### src/rtl/cke_trk_pkg.sv
package cke_trk_pkg;

  typedef enum logic [2:0] {
    M_IDLE         = 3'd0,
    M_ACTIVE_RW    = 3'd1,
    M_POWER_DOWN   = 3'd2,
    M_SELF_REFRESH = 3'd3,
    M_SR_EXIT      = 3'd4,
    M_CLK_SUSPEND  = 3'd5
  } mode_e;

  typedef enum logic [1:0] {
    C_NOP      = 2'd0,
    C_AUTO_REF = 2'd1,
    C_OTHER    = 2'd2,
    C_RSVD     = 2'd3
  } cmd_e;

  // Pair {previous sample, current sample}
  typedef enum logic [1:0] {
    E_STAY_LOW  = 2'd0,
    E_RISE      = 2'd1,
    E_FALL      = 2'd2,
    E_STAY_HIGH = 2'd3
  } cke_pair_e;

endpackage

### src/rtl/cke_edge_sampler.sv
module cke_edge_sampler
  import cke_trk_pkg::*;
(
  input  logic      clk,
  input  logic      rst,
  input  logic      cke,
  output cke_pair_e pair_kind,
  output logic      cke_prev
);

  always_ff @(posedge clk) begin
    if (rst) cke_prev <= 1'b1;
    else     cke_prev <= cke;
  end

  always_comb begin
    if (cke_prev) pair_kind = cke ? E_STAY_HIGH : E_FALL;
    else          pair_kind = cke ? E_RISE : E_STAY_LOW;
  end

endmodule

### src/rtl/sr_exit_window.sv
module sr_exit_window #(
  parameter int unsigned EXIT_CYCLES = 10,
  parameter int unsigned MIN_NOPS    = 2
) (
  input  logic clk,
  input  logic rst,
  input  logic start,
  input  logic step,
  input  logic is_nop,
  output logic at_last,
  output logic nops_short
);

  localparam int unsigned CW = $clog2(EXIT_CYCLES + 1);

  logic [CW-1:0] cnt_q;

  always_ff @(posedge clk) begin
    if (rst)                         cnt_q <= '0;
    else if (start)                  cnt_q <= CW'(EXIT_CYCLES);
    else if (step && cnt_q != '0)    cnt_q <= cnt_q - 1'b1;
  end

  assign at_last = (cnt_q == CW'(1));

  generate
    if (MIN_NOPS == 0) begin : g_no_nop_floor
      assign nops_short = 1'b0;
    end else begin : g_nop_floor
      localparam int unsigned NW = $clog2(MIN_NOPS + 1);
      logic [NW-1:0] nop_q;
      logic [NW:0]   nop_sum;

      always_ff @(posedge clk) begin
        if (rst || start)
          nop_q <= '0;
        else if (step && is_nop && nop_q != NW'(MIN_NOPS))
          nop_q <= nop_q + 1'b1;
      end

      assign nop_sum    = {1'b0, nop_q} + {{NW{1'b0}}, is_nop};
      assign nops_short = nop_sum < (NW+1)'(MIN_NOPS);
    end
  endgenerate

endmodule

### src/rtl/cke_mode_fsm.sv
module cke_mode_fsm
  import cke_trk_pkg::*;
(
  input  logic      clk,
  input  logic      rst,
  input  cke_pair_e pair_kind,
  input  logic [1:0] cmd,
  input  logic      busy_rw,
  input  logic      win_at_last,
  input  logic      win_short,
  output mode_e     mode_q,
  output logic      accept_q,
  output logic      illegal_q,
  output logic      win_start,
  output logic      win_step
);

  cmd_e  cmd_w;
  mode_e nxt;
  logic  bad;
  logic  is_nop, is_rsvd, running;

  assign cmd_w   = cmd_e'(cmd);
  assign is_nop  = (cmd_w == C_NOP);
  assign is_rsvd = (cmd_w == C_RSVD);
  assign running = (mode_q == M_IDLE) || (mode_q == M_ACTIVE_RW);

  always_comb begin
    nxt       = mode_q;
    bad       = 1'b0;
    win_start = 1'b0;
    win_step  = 1'b0;
    unique case (pair_kind)
      E_STAY_LOW: begin
        if (!(mode_q == M_POWER_DOWN || mode_q == M_SELF_REFRESH ||
              mode_q == M_CLK_SUSPEND))
          bad = 1'b1;
      end
      E_RISE: begin
        case (mode_q)
          M_POWER_DOWN: begin
            if (is_nop) nxt = M_IDLE;
            else        bad = 1'b1;
          end
          M_CLK_SUSPEND: begin
            if (!is_rsvd) nxt = M_ACTIVE_RW;
            else          bad = 1'b1;
          end
          M_SELF_REFRESH: begin
            if (is_nop) begin
              nxt       = M_SR_EXIT;
              win_start = 1'b1;
            end else begin
              bad = 1'b1;
            end
          end
          default: bad = 1'b1;
        endcase
      end
      E_FALL: begin
        if (running && !is_rsvd) begin
          if (busy_rw)                  nxt = M_CLK_SUSPEND;
          else if (is_nop)              nxt = M_POWER_DOWN;
          else if (cmd_w == C_AUTO_REF) nxt = M_SELF_REFRESH;
          else                          bad = 1'b1;
        end else begin
          bad = 1'b1;
        end
      end
      E_STAY_HIGH: begin
        if (running) begin
          if (is_rsvd) bad = 1'b1;
          else         nxt = busy_rw ? M_ACTIVE_RW : M_IDLE;
        end else if (mode_q == M_SR_EXIT) begin
          win_step = 1'b1;
          if (!is_nop) bad = 1'b1;
          if (win_at_last) begin
            nxt = M_IDLE;
            if (win_short) bad = 1'b1;
          end
        end else begin
          bad = 1'b1;
        end
      end
      default: bad = 1'b1;
    endcase
  end

  always_ff @(posedge clk) begin
    if (rst) begin
      mode_q    <= M_IDLE;
      accept_q  <= 1'b1;
      illegal_q <= 1'b0;
    end else begin
      mode_q    <= nxt;
      accept_q  <= (nxt == M_IDLE) || (nxt == M_ACTIVE_RW);
      illegal_q <= bad;
    end
  end

endmodule

### src/rtl/cke_power_tracker.sv
module cke_power_tracker
  import cke_trk_pkg::*;
#(
  parameter int unsigned SR_EXIT_CYCLES = 10,
  parameter int unsigned MIN_EXIT_NOPS  = 2
) (
  input  logic       clk,
  input  logic       rst,
  input  logic       cke,
  input  logic [1:0] cmd,
  input  logic       busy_rw,
  output logic [2:0] mode,
  output logic       cmd_accept,
  output logic       illegal
);

  cke_pair_e pair_kind;
  logic      cke_prev_q;
  logic      win_start, win_step, win_at_last, win_short;
  mode_e     mode_q;

  cke_edge_sampler u_sampler (
    .clk       (clk),
    .rst       (rst),
    .cke       (cke),
    .pair_kind (pair_kind),
    .cke_prev  (cke_prev_q)
  );

  sr_exit_window #(
    .EXIT_CYCLES (SR_EXIT_CYCLES),
    .MIN_NOPS    (MIN_EXIT_NOPS)
  ) u_window (
    .clk        (clk),
    .rst        (rst),
    .start      (win_start),
    .step       (win_step),
    .is_nop     (cmd == 2'd0),
    .at_last    (win_at_last),
    .nops_short (win_short)
  );

  cke_mode_fsm u_fsm (
    .clk         (clk),
    .rst         (rst),
    .pair_kind   (pair_kind),
    .cmd         (cmd),
    .busy_rw     (busy_rw),
    .win_at_last (win_at_last),
    .win_short   (win_short),
    .mode_q      (mode_q),
    .accept_q    (cmd_accept),
    .illegal_q   (illegal),
    .win_start   (win_start),
    .win_step    (win_step)
  );

  assign mode = mode_q;

endmodule

### config.mk
export PLATFORM = sky130hd
export DESIGN_NAME = cke_power_tracker
export DESIGN_NICKNAME = d
export VERILOG_FILES = /design/src/rtl/cke_trk_pkg.sv /design/src/rtl/cke_edge_sampler.sv /design/src/rtl/sr_exit_window.sv /design/src/rtl/cke_mode_fsm.sv /design/src/rtl/cke_power_tracker.sv
export SDC_FILE = /design/constraint.sdc
export NUM_CORES = 1
export LEC_CHECK = 0
export ABC_AREA = 1
export BUFFER_PORTS_ARGS = -buffer_cell sky130_fd_sc_hd__buf_2
export CAP_MARGIN = 20
export CORE_UTILIZATION = 59
export CTS_CLUSTER_DIAMETER = 40
export CTS_CLUSTER_SIZE = 24
export DETAILED_ROUTE_END_ITERATION = 10
export PLACE_DENSITY = 0.81
export SYNTH_ARGS = -nofsm -noshare
export SYNTH_HDL_FRONTEND = slang
export SYNTH_SLANG_ARGS = --single-unit
### constraint.sdc
create_clock -name clk -period 2.3 [get_ports clk]
set_input_delay 0.23 -clock clk [delete_from_list [all_inputs] [get_ports clk]]
set_output_delay 0.23 -clock clk [all_outputs]
set_load 0.02 [all_outputs]
==> results of run 1 <==
-- through the flow --
stage / hold slack [ns] / instance area (µm²) / utilization [%] / std cells / power, mW
5_1_grt: 0.1836 / 923.4 / 70.96 / 161 / 0.5166
3_5_place_dp: 0.4642 / 887.1 / 68.17 / 157 / 0.3245
4_1_cts: 0.1637 / 923.4 / 70.96 / 161 / 0.4962
3_3_place_gp: 0.4654 / 887.1 / 68.17 / 157 / 0.3226
6_report: 0.1693 / 923.4 / 70.96 / 161 / 0.4908
2_1_floorplan: 0.2924 / 818.3 / - / 132 / 0.2958
-- kinds of logic (layout without fill, tap and decap cells) --
logic type | after synthesis | count (layout) | share of synthesized area (%)
and+or+nand+nor | 79 | 79 | 44.34
buffers and inverters | 22 | 36 | 10.09
AOI/OAI and AO/OA | 16 | 16 | 11.62
DFF | 12 | 12 | 29.36
adders and majority gates | 3 | 3 | 4.588
-- routing by layer --
layer	part of all wire [%]	wire (µm)	vias up
li1	-	-	444
met1	45	786	357
met2	46	802	25
met3	6.0	104	7
met4	2.4	41	0
met5	0	0	-
-- cells in the final DEF, fill, tap and decap left out, types with 2 or more instances in the layout --
cell       n
nand2_2    4
nor2_2     2
ha_1       3
inv_1     21
nor2_1    18
nor3_2     2
nand3_1   14
clkbuf_4   3
nand2_1   34
dfxtp_1   12
a21oi_2    2
o21ai_0    3
a21oi_1    5
buf_2     10
o21ai_1    2
-- sequential cells by signal, summed over array words and instances (netlist names) --
name and cells:
u_fsm.accept_q 1, u_window.g_nop_floor.nop_q 2, u_fsm.illegal_q 1, u_sampler.cke_prev 1
u_window.cnt_q 4, u_fsm.mode_q 3
-- layout make-up --
type / count / share of cell area (%)
clock buffers: 4 / 3.930
inverters: 22 / 8.943
multi-input cells: 98 / 53.66
repair buffers: 10 / 5.420
flip-flops and latches: 12 / 26.02
well taps: 15 / 2.033
-- power by group through the flow --
stage / logic (mW) / registers [mW] / clock network [mW]
final: 0.0938 / 0.227 / 0.170
after global routing: 0.106 / 0.228 / 0.183
after CTS: 0.0934 / 0.226 / 0.176
after detailed placement: 0.0931 / 0.231 / 0
after global placement: 0.0918 / 0.231 / 0
after floorplan: 0.0565 / 0.239 / 0
-- worst max-delay path by stage --
stage,start,to,slack (ns),depth (start not counted)
finish,u_fsm.mode_q[1],u_fsm.accept_q,0.94,8
global route,u_fsm.mode_q[1],u_fsm.accept_q,0.80,8
CTS,u_fsm.mode_q[1],u_fsm.accept_q,0.95,8
detailed placement,u_fsm.mode_q[1],u_fsm.accept_q,0.96,8
global placement,u_fsm.mode_q[1],u_fsm.accept_q,0.98,8
floorplan,u_fsm.mode_q[2],u_fsm.accept_q,1.03,7
-- critical path, stage by stage (launching register included) --
cell and delay [ns]:
dfxtp_1 0.40, nor2_1 0.25, nand2_1 0.16, inv_1 0.10, nand3_1 0.07, nand2_1 0.08, nand2_1 0.08, nand3_1 0.07
nand2_1 0.05
==> results.toml, run 1 <==
[synthesis]
ys_seq_area_share_pct = 29.36
syn_area_um2 = 818.3
synth_edf_count = 0
synth_top_area_cell = "dfxtp_1"
synth-main-ff-cell = "dfxtp_1"
synth_top_area_share_pct = 29.36
synth.most_common_cell = "nand2_1"
synthTopCellsByCount = "nand2_1 (34), inv_1 (21), nor2_1 (18)"
syn_inst = 132
synth_nets = 141
async_reset_ff_share_pct = 0
yosys_warnings = 0
synth_area_leaders = "dfxtp_1 (29%), nand2_1 (16%), inv_1 (9.6%)"
synth-seq-cells = 12
syn_avg_cell_area_um2 = 6.199
synth_cell_types = 23

[grt]
antenna_found_initial = 0
grtUsageMet1_pct = 28.57
track_usage_pct = 26.32
use_met2_pct = 44.17
met3_usage_pct = 8.092
first_global_vias = 706
top_usage_layer = "met2"
grt_max_degree = 9
grt_pass1_wl_um = 2697
grt-ovfl-total = 0

[sta]
fin_crit_sh_pct = 59.02
hold_violations = 0
finalWorstSetupSlack_ns = 0.9424
skew_ns = 0.0008852
setup_tns_ns = 0
slew_violations = 0
period_minus_slack_ns = 1.358
tightest_slew_ns = 0.3085
max_freq_ghz = 0.7366
setup-violations-final = 0
rsz0062_at_grt = "no"
max_slew_margin_pct = 79.25

[layout]
multiInputGateArea_um2 = 495.5
final_nets = 156
n_fill_cell = 120
num_antenna_cells = 0
register_area_um2 = 240.2
area_growth_pct = 12.84
drive_above_1_share_pct = 19.18

[floorplanning]
pin_count = 11
placementRows = 13
core_area_um2 = 1301
dieHeight_um = 39.24
initial_core_util_pct = 62.88
dieArea_um2 = 1540
dieWidth_um = 39.24

[detailed_routing]
drc = 0
vias = 833
finalWirelength_um = 1735
avgViaCountPerCell = 5.174
postRouteAntennaNets = 0
first_pass_iters = 4
wire_per_inst_um = 10.78
drt_iter0_drc = 27

[clock_network]
postCtsSetupRepairBufs = 0
post_cts_resized = 0
cts_buffer_depth = 2
cts_sinks = 12
cts.root.buffer_cell = "clkbuf_4"
clk_pin_slew_ns = 0.07
hold_buffers = 0
cts-buffers-inserted = 3
h-tree-depth = 1
clk_latency_ns = 0.28
tritoncts = "built"

[worst_setup_path]
r2r-start = "u_fsm.mode_q[1]"
arrival_ns = 1.53
worstSetupPathType = "reg2reg"
r2r_end = "u_fsm.accept_q"
worst-r2r-cell-count = 8
crit_path_max_fanout = 8
reg2reg_slack_ns = 0.94
worstPathRequired_ns = 2.48
crit_path_end_kind = "register"
startpoint_type = "register"

[hold_path]
hp-start = "rst"
hold_class = "in2reg"
holdPathStages = 2
min_to = "u_fsm.mode_q[2]"

[placement]
place_ws_ns = 0.9615
place_hpwl_um = 1386
portBuffers = 10
gp_congestion = 0.8257

[flow_run]
drv_cap = 0

[power_and_ir_drop]
power_frac_seq_pct = 46.2
p_sw_mw = 0.1467
combPwrFrac_pct = 19.1
total_leakage_power_nw = 0.4861
p_int_mw = 0.3441
pwr_density_cell_nw_per_um2 = 531.5
ir_drop_mv = 0.2878
power_frac_clock_pct = 34.7
switching_share_pct = 29.89

[run_status]
status = "complete, no violations"
Note: power is estimated with default switching activity, not from simulation.
==> run 2, diff against run 1 <==
- ABC_AREA: 1 -> 0
- CORE_UTILIZATION: 59 -> 54
- PLACE_DENSITY: 0.81 -> 0.76
- clock period: 2.3 -> 1.4 ns (I/O delays scaled with it)
==> results.toml, run 2 <==
[layout]
reg_top3 = "u_window.cnt_q (4), u_fsm.mode_q (3), u_window.g_nop_floor.nop_q (2)"
fin_util_pct = 80.49
final_cells = 131
n_fill_cell = 87
regMostFlops = "u_window.cnt_q"
largest_reg_flops = 4
area_growth_pct = 36.62
num_antenna_cells = 0
layout_common_cells = "buf_4 (16), buf_2 (10), dfxtp_1 (8), nor3_1 (6)"
drive_above_1_share_pct = 45.69
final_common_cell = "buf_4"
final_area_um2 = 1074
final_nets = 126

[sta]
rsz0062_at_grt = "yes"
skew_ns = 0.001015
max_slew_margin_pct = 75.55
max_freq_ghz = 0.6605
finalWorstSetupSlack_ns = -0.1140
hold_violations = 0
period_minus_slack_ns = 1.514
fin_crit_sh_pct = 108.1
slew_violations = 0
setup-violations-final = 5
tightest_slew_ns = 0.3615

[detailed_routing]
wire_per_inst_um = 14.66
avgViaCountPerCell = 5.840
drt_iter0_drc = 10
first_pass_iters = 4
drc = 0
finalWirelength_um = 1920
postRouteAntennaNets = 0
vias = 765

[grt]
antenna_found_initial = 0
first_global_vias = 696
track_usage_pct = 27.78
grt_max_degree = 13
grt-ovfl-total = 0
grt_pass1_wl_um = 2939

[synthesis]
synth.most_common_cell = "dfxtp_1"
synthTopCellsByCount = "dfxtp_1 (12), nor3_1 (8), a21oi_1 (5), inv_1 (5)"
synth_cell_types = 44
synth-compound-area-share_pct = 18.15
yosys.area_share.simple_pct = 34.71
synth_fa_ha_area_share_pct = 4.777
ys_seq_area_share_pct = 30.57
synth_top_area_share_pct = 30.57
synth_edf_count = 0
synth_nets = 101
syn_area_um2 = 785.8
synth_area_leaders = "dfxtp_1 (31%), nor3_1 (5.1%), ha_1 (4.8%)"
synth_top_family_by_area = "simple AND/OR/NAND/NOR gates"
synth_top_area_cell = "dfxtp_1"
yosys_warnings = 0
async_reset_ff_share_pct = 0
synth-seq-cells = 12
syn_inst = 92
synthMuxAreaShare_pct = 1.433
syn_avg_cell_area_um2 = 8.541
synth-main-ff-cell = "dfxtp_1"
synth_xor_area_share_pct = 3.344

[placement]
portBuffers = 10
gp_congestion = 0.8157
dp.cells = 126
dpl_cell_area_um2 = 967.2
place_hpwl_um = 1432

[floorplanning]
core_area_um2 = 1334
placementRows = 13
dieArea_um2 = 1612
initial_core_util_pct = 58.91
dieWidth_um = 40.15
dieHeight_um = 40.15
pin_count = 11

[power_and_ir_drop]
ir_drop_mv = 0.5885
switching_share_pct = 27.87
pwr_density_cell_nw_per_um2 = 770.3
p_int_mw = 0.5965
combPwrFrac_pct = 22.3
p_sw_mw = 0.2304
power_frac_clock_pct = 32.8
total_leakage_power_nw = 0.4647
power_frac_seq_pct = 44.9

[clock_network]
cts_buffer_depth = 2
h-tree-depth = 1
cts-buffers-inserted = 3
tritoncts = "built"
cts.root.buffer_cell = "clkbuf_4"
clk_latency_ns = 0.27
cts_sinks = 12
clk_pin_slew_ns = 0.07

[run_status]
status = "finished, violations left"
violations = "setup timing"

[worst_setup_path]
worstSetupPathType = "reg2reg"
worstPathRequired_ns = 1.61
startpoint_type = "register"
arrival_ns = 1.72
reg2reg_slack_ns = -0.11
crit_path_max_fanout = 4
crit_path_end_kind = "register"

[flow_run]
drv_cap = 0

[hold_path]
hold_class = "in2reg"
run 2: repair_timing:
| action | CTS | global route |
|---|---|---|
| pin swaps | 1 | 1 |
| setup buffers | 1 | 0 |
| endpoints found under the hold margin | 0 | 0 |
| gates resized for setup | 3 | 8 |
| cloned | 0 | 0 |
| hold buffers | 0 | 0 |
| endpoints found under the setup margin | 5 | 11 |
run 2: final cells by class:
type | count | area [µm²] | area share, %
multi-input combinational | 69 | 579.3 | 53.96
sequential | 12 | 250.2 | 23.31
timing repair buffer | 26 | 170.2 | 15.85
clock buffer | 4 | 36.28 | 3.380
inverter | 5 | 18.77 | 1.748
tap | 15 | 18.77 | 1.748
run 2: power groups by stage:
stage	clock network, mW	registers (mW)	logic [mW]
2_1_floorplan	0	0.388	0.0934
3_3_place_gp	0	0.377	0.161
3_5_place_dp	0	0.378	0.167
4_1_cts	0.280	0.370	0.170
5_1_grt	0.295	0.374	0.198
6_report	0.271	0.371	0.184
run 2: logic make-up after synthesis:
logic type / after synthesis
mux: 1
xor+xnor: 3
flops: 12
fa+ha+maj: 3
simple gates: 42
compound gates: 20
buf+inv: 11
run 2: worst paths after layout:
check	start	to	cells past startpoint
setup / recovery	u_window.cnt_q[1]	u_window.cnt_q[1]	6
hold / removal	cke	u_sampler.cke_prev	2
setup reg to reg	u_window.cnt_q[1]	u_window.cnt_q[1]	6
hold reg to reg	u_window.g_nop_floor.nop_q[1]	u_window.g_nop_floor.nop_q[1]	2
run 2: layer usage:
| layer | track usage [%] | wire [µm] | up-vias |
|---|---|---|---|
| met5 | 0 | 0 | - |
| met4 | 14.66 | 42 | 0 |
| met3 | 5.000 | 57 | 6 |
| met2 | 44.35 | 908 | 18 |
| met1 | 35.14 | 911 | 353 |
| li1 | - | - | 388 |
run 2: worst max-delay path, stage by stage, from the launching register on:
cell and delay, ns:
dfxtp_1 0.32, inv_2 0.09, ha_4 0.13, or3b_4 0.39, nand3_4 0.09, mux2_4 0.31
a21oi_2 0.12
run 2: stage by stage:
step	power, mW	TNS, ns	hold WS [ns]	setup slack [ns]
after floorplan	0.4814	-0.05416	0.2185	-0.03528
after global placement	0.5378	-0.1265	0.4359	-0.07575
after detailed placement	0.5444	-0.4723	0.4368	-0.1275
after CTS	0.8199	-0.3085	0.1522	-0.1178
after global routing	0.8665	-0.7522	0.1861	-0.1710
final	0.8269	-0.2784	0.1789	-0.1140
==> run 3, diff against run 2 <==
- BUFFER_PORTS_ARGS: -buffer_cell sky130_fd_sc_hd__buf_2 -> not set
- CAP_MARGIN: 20 -> not set
- CORE_UTILIZATION: 54 -> 59
- DONT_BUFFER_PORTS: not set -> 1
- PLACE_DENSITY: 0.76 -> 0.75
==> results.toml, run 3 (synthesized netlist as in run 2, its figures left out) <==
[run_status]
status = "finished, violations left"
violations = "hold timing, setup timing"

[power_and_ir_drop]
ir_drop_mv = 0.5958
report.power.total_mw = 0.7795
pwr_density_cell_nw_per_um2 = 740.8
total_leakage_power_nw = 0.4187

[clock_network]
cts.root.buffer_cell = "clkbuf_4"
clk_latency_ns = 0.28
cts_sinks = 12
hold_buffers = 1
clk_pin_slew_ns = 0.09
cts-buffers-inserted = 3
tritoncts = "built"
h-tree-depth = 1
cts_buffer_depth = 2

[worst_setup_path]
worstSetupPathType = "reg2reg"
crit_cells = 6
critPathSlowestCell = "or3b_4"
startpoint_type = "register"
cp_slowest_stage_delay_ns = 0.39
worstPathRequired_ns = 1.61
cp_num_buf_inv = 1
crit_path_end_kind = "register"
crit_path_max_fanout = 4
worst-r2r-cell-count = 6
cp_cell_sequence = "inv_2, ha_4, or3b_4, nand3_4, mux2_4, a21oi_2"
arrival_ns = 1.74
crit_family = "simple AND/OR/NAND/NOR gates"

[sta]
finalWorstSetupSlack_ns = -0.1265
fin_crit_sh_pct = 109.0
skew_ns = 0.004549
max_slew_margin_pct = 72.24
setup-violations-final = 7
max_freq_ghz = 0.6551
slew_violations = 0
tightest_slew_ns = 0.4110
whs_ns = -0.09480
period_minus_slack_ns = 1.526
hold_violations = 11
rsz0062_at_grt = "yes"

[layout]
regMostFlops = "u_window.cnt_q"
final_nets = 115
final_area_um2 = 1052
fin_util_pct = 89.85
drive_above_1_share_pct = 45.71
final_common_cell = "buf_4"
num_antenna_cells = 0
largest_reg_flops = 4
reg_top3 = "u_window.cnt_q (4), u_fsm.mode_q (3), u_window.g_nop_floor.nop_q (2)"
n_fill_cell = 55
area_growth_pct = 33.92
layout_common_cells = "buf_4 (14), nor3_1 (6), dfxtp_1 (6)"

[detailed_routing]
wire_per_inst_um = 21.84
first_pass_iters = 4
finalWirelength_um = 2599
avgViaCountPerCell = 6.933
drc = 0
postRouteAntennaNets = 0
drt_iter0_drc = 50
vias = 825

[placement]
place_hpwl_um = 1335
dpl_cell_area_um2 = 900.9
portBuffers = 0
gp_congestion = 0.8232

[flow_run]
drv_cap = 0

[grt]
grt_pass1_wl_um = 3015
first_global_vias = 688
grt-ovfl-total = 0
track_usage_pct = 29.83
grt_max_degree = 16
antenna_found_initial = 0

[floorplanning]
pin_count = 11
dieArea_um2 = 1482
placementRows = 12
dieWidth_um = 38.50
dieHeight_um = 38.50
initial_core_util_pct = 67.09
core_area_um2 = 1171

[hold_path]
hold_class = "in2reg"
holdPathStages = 1
[run 3: final cells by class]
class	instances	area, µm²	area share (%)
inverters	5	18.77	1.784
clock buffers	4	26.28	2.497
flip-flops and latches	12	252.7	24.02
repair buffers	15	115.1	10.94
well taps	14	17.52	1.665
multi-input cells	69	621.8	59.10
[run 3: stage by stage]
step                hold WS, ns  TNS [ns]  cells  setup WS [ns]
detailed placement       0.2088   -0.2454    113        -0.1045
CTS                    -0.07786   -0.2344    118        -0.1008
global route            -0.1031   -0.9384    119        -0.1596
floorplan                0.2185  -0.05416     92       -0.03528
finish                 -0.09480   -0.4672    119        -0.1265
global placement         0.2065   -0.1271    113       -0.06572
[run 3: path summary, 6_finish.rpt]
path,startpoint,endpoint,slack [ns]
max,u_window.cnt_q[1],u_window.cnt_q[1],-0.13
min,rst,u_window.cnt_q[1],-0.09
max reg2reg,u_window.cnt_q[1],u_window.cnt_q[1],-0.13
min reg2reg,u_window.cnt_q[3],u_window.cnt_q[3],0.57
[run 3: what timing repair did]
item / 4_1_cts / 5_1_grt
setup buffers: 0 / 1
endpoints found under the setup margin: 6 / 9
gates resized for setup: 5 / 18
pin swaps: 3 / 11
hold endpoints to repair: 12 / 11
[run 3: power by group]
part | leakage (nW) | switching, mW | internal (mW) | total, mW
Combinational | 0.303 | 0.0810 | 0.0770 | 0.158
Sequential | 0.101 | 0.0275 | 0.355 | 0.382
Clock | 0.0150 | 0.129 | 0.111 | 0.239
[run 3: worst reg2reg max path, cell delays in order (launching register included)]
cell	delay, ns
dfxtp_2	0.34
inv_2	0.08
ha_4	0.14
or3b_4	0.39
nand3_4	0.09
mux2_4	0.30
a21oi_2	0.12
[run 3: routing by layer]
metal  share of wire, %  GRT usage [%]  up-vias
li1                   -              -      365
met3                8.3          6.395       14
met1                 39          36.07      391
met2                 49          48.75       55
met5                  0              0        -
met4                3.5          15.52        0
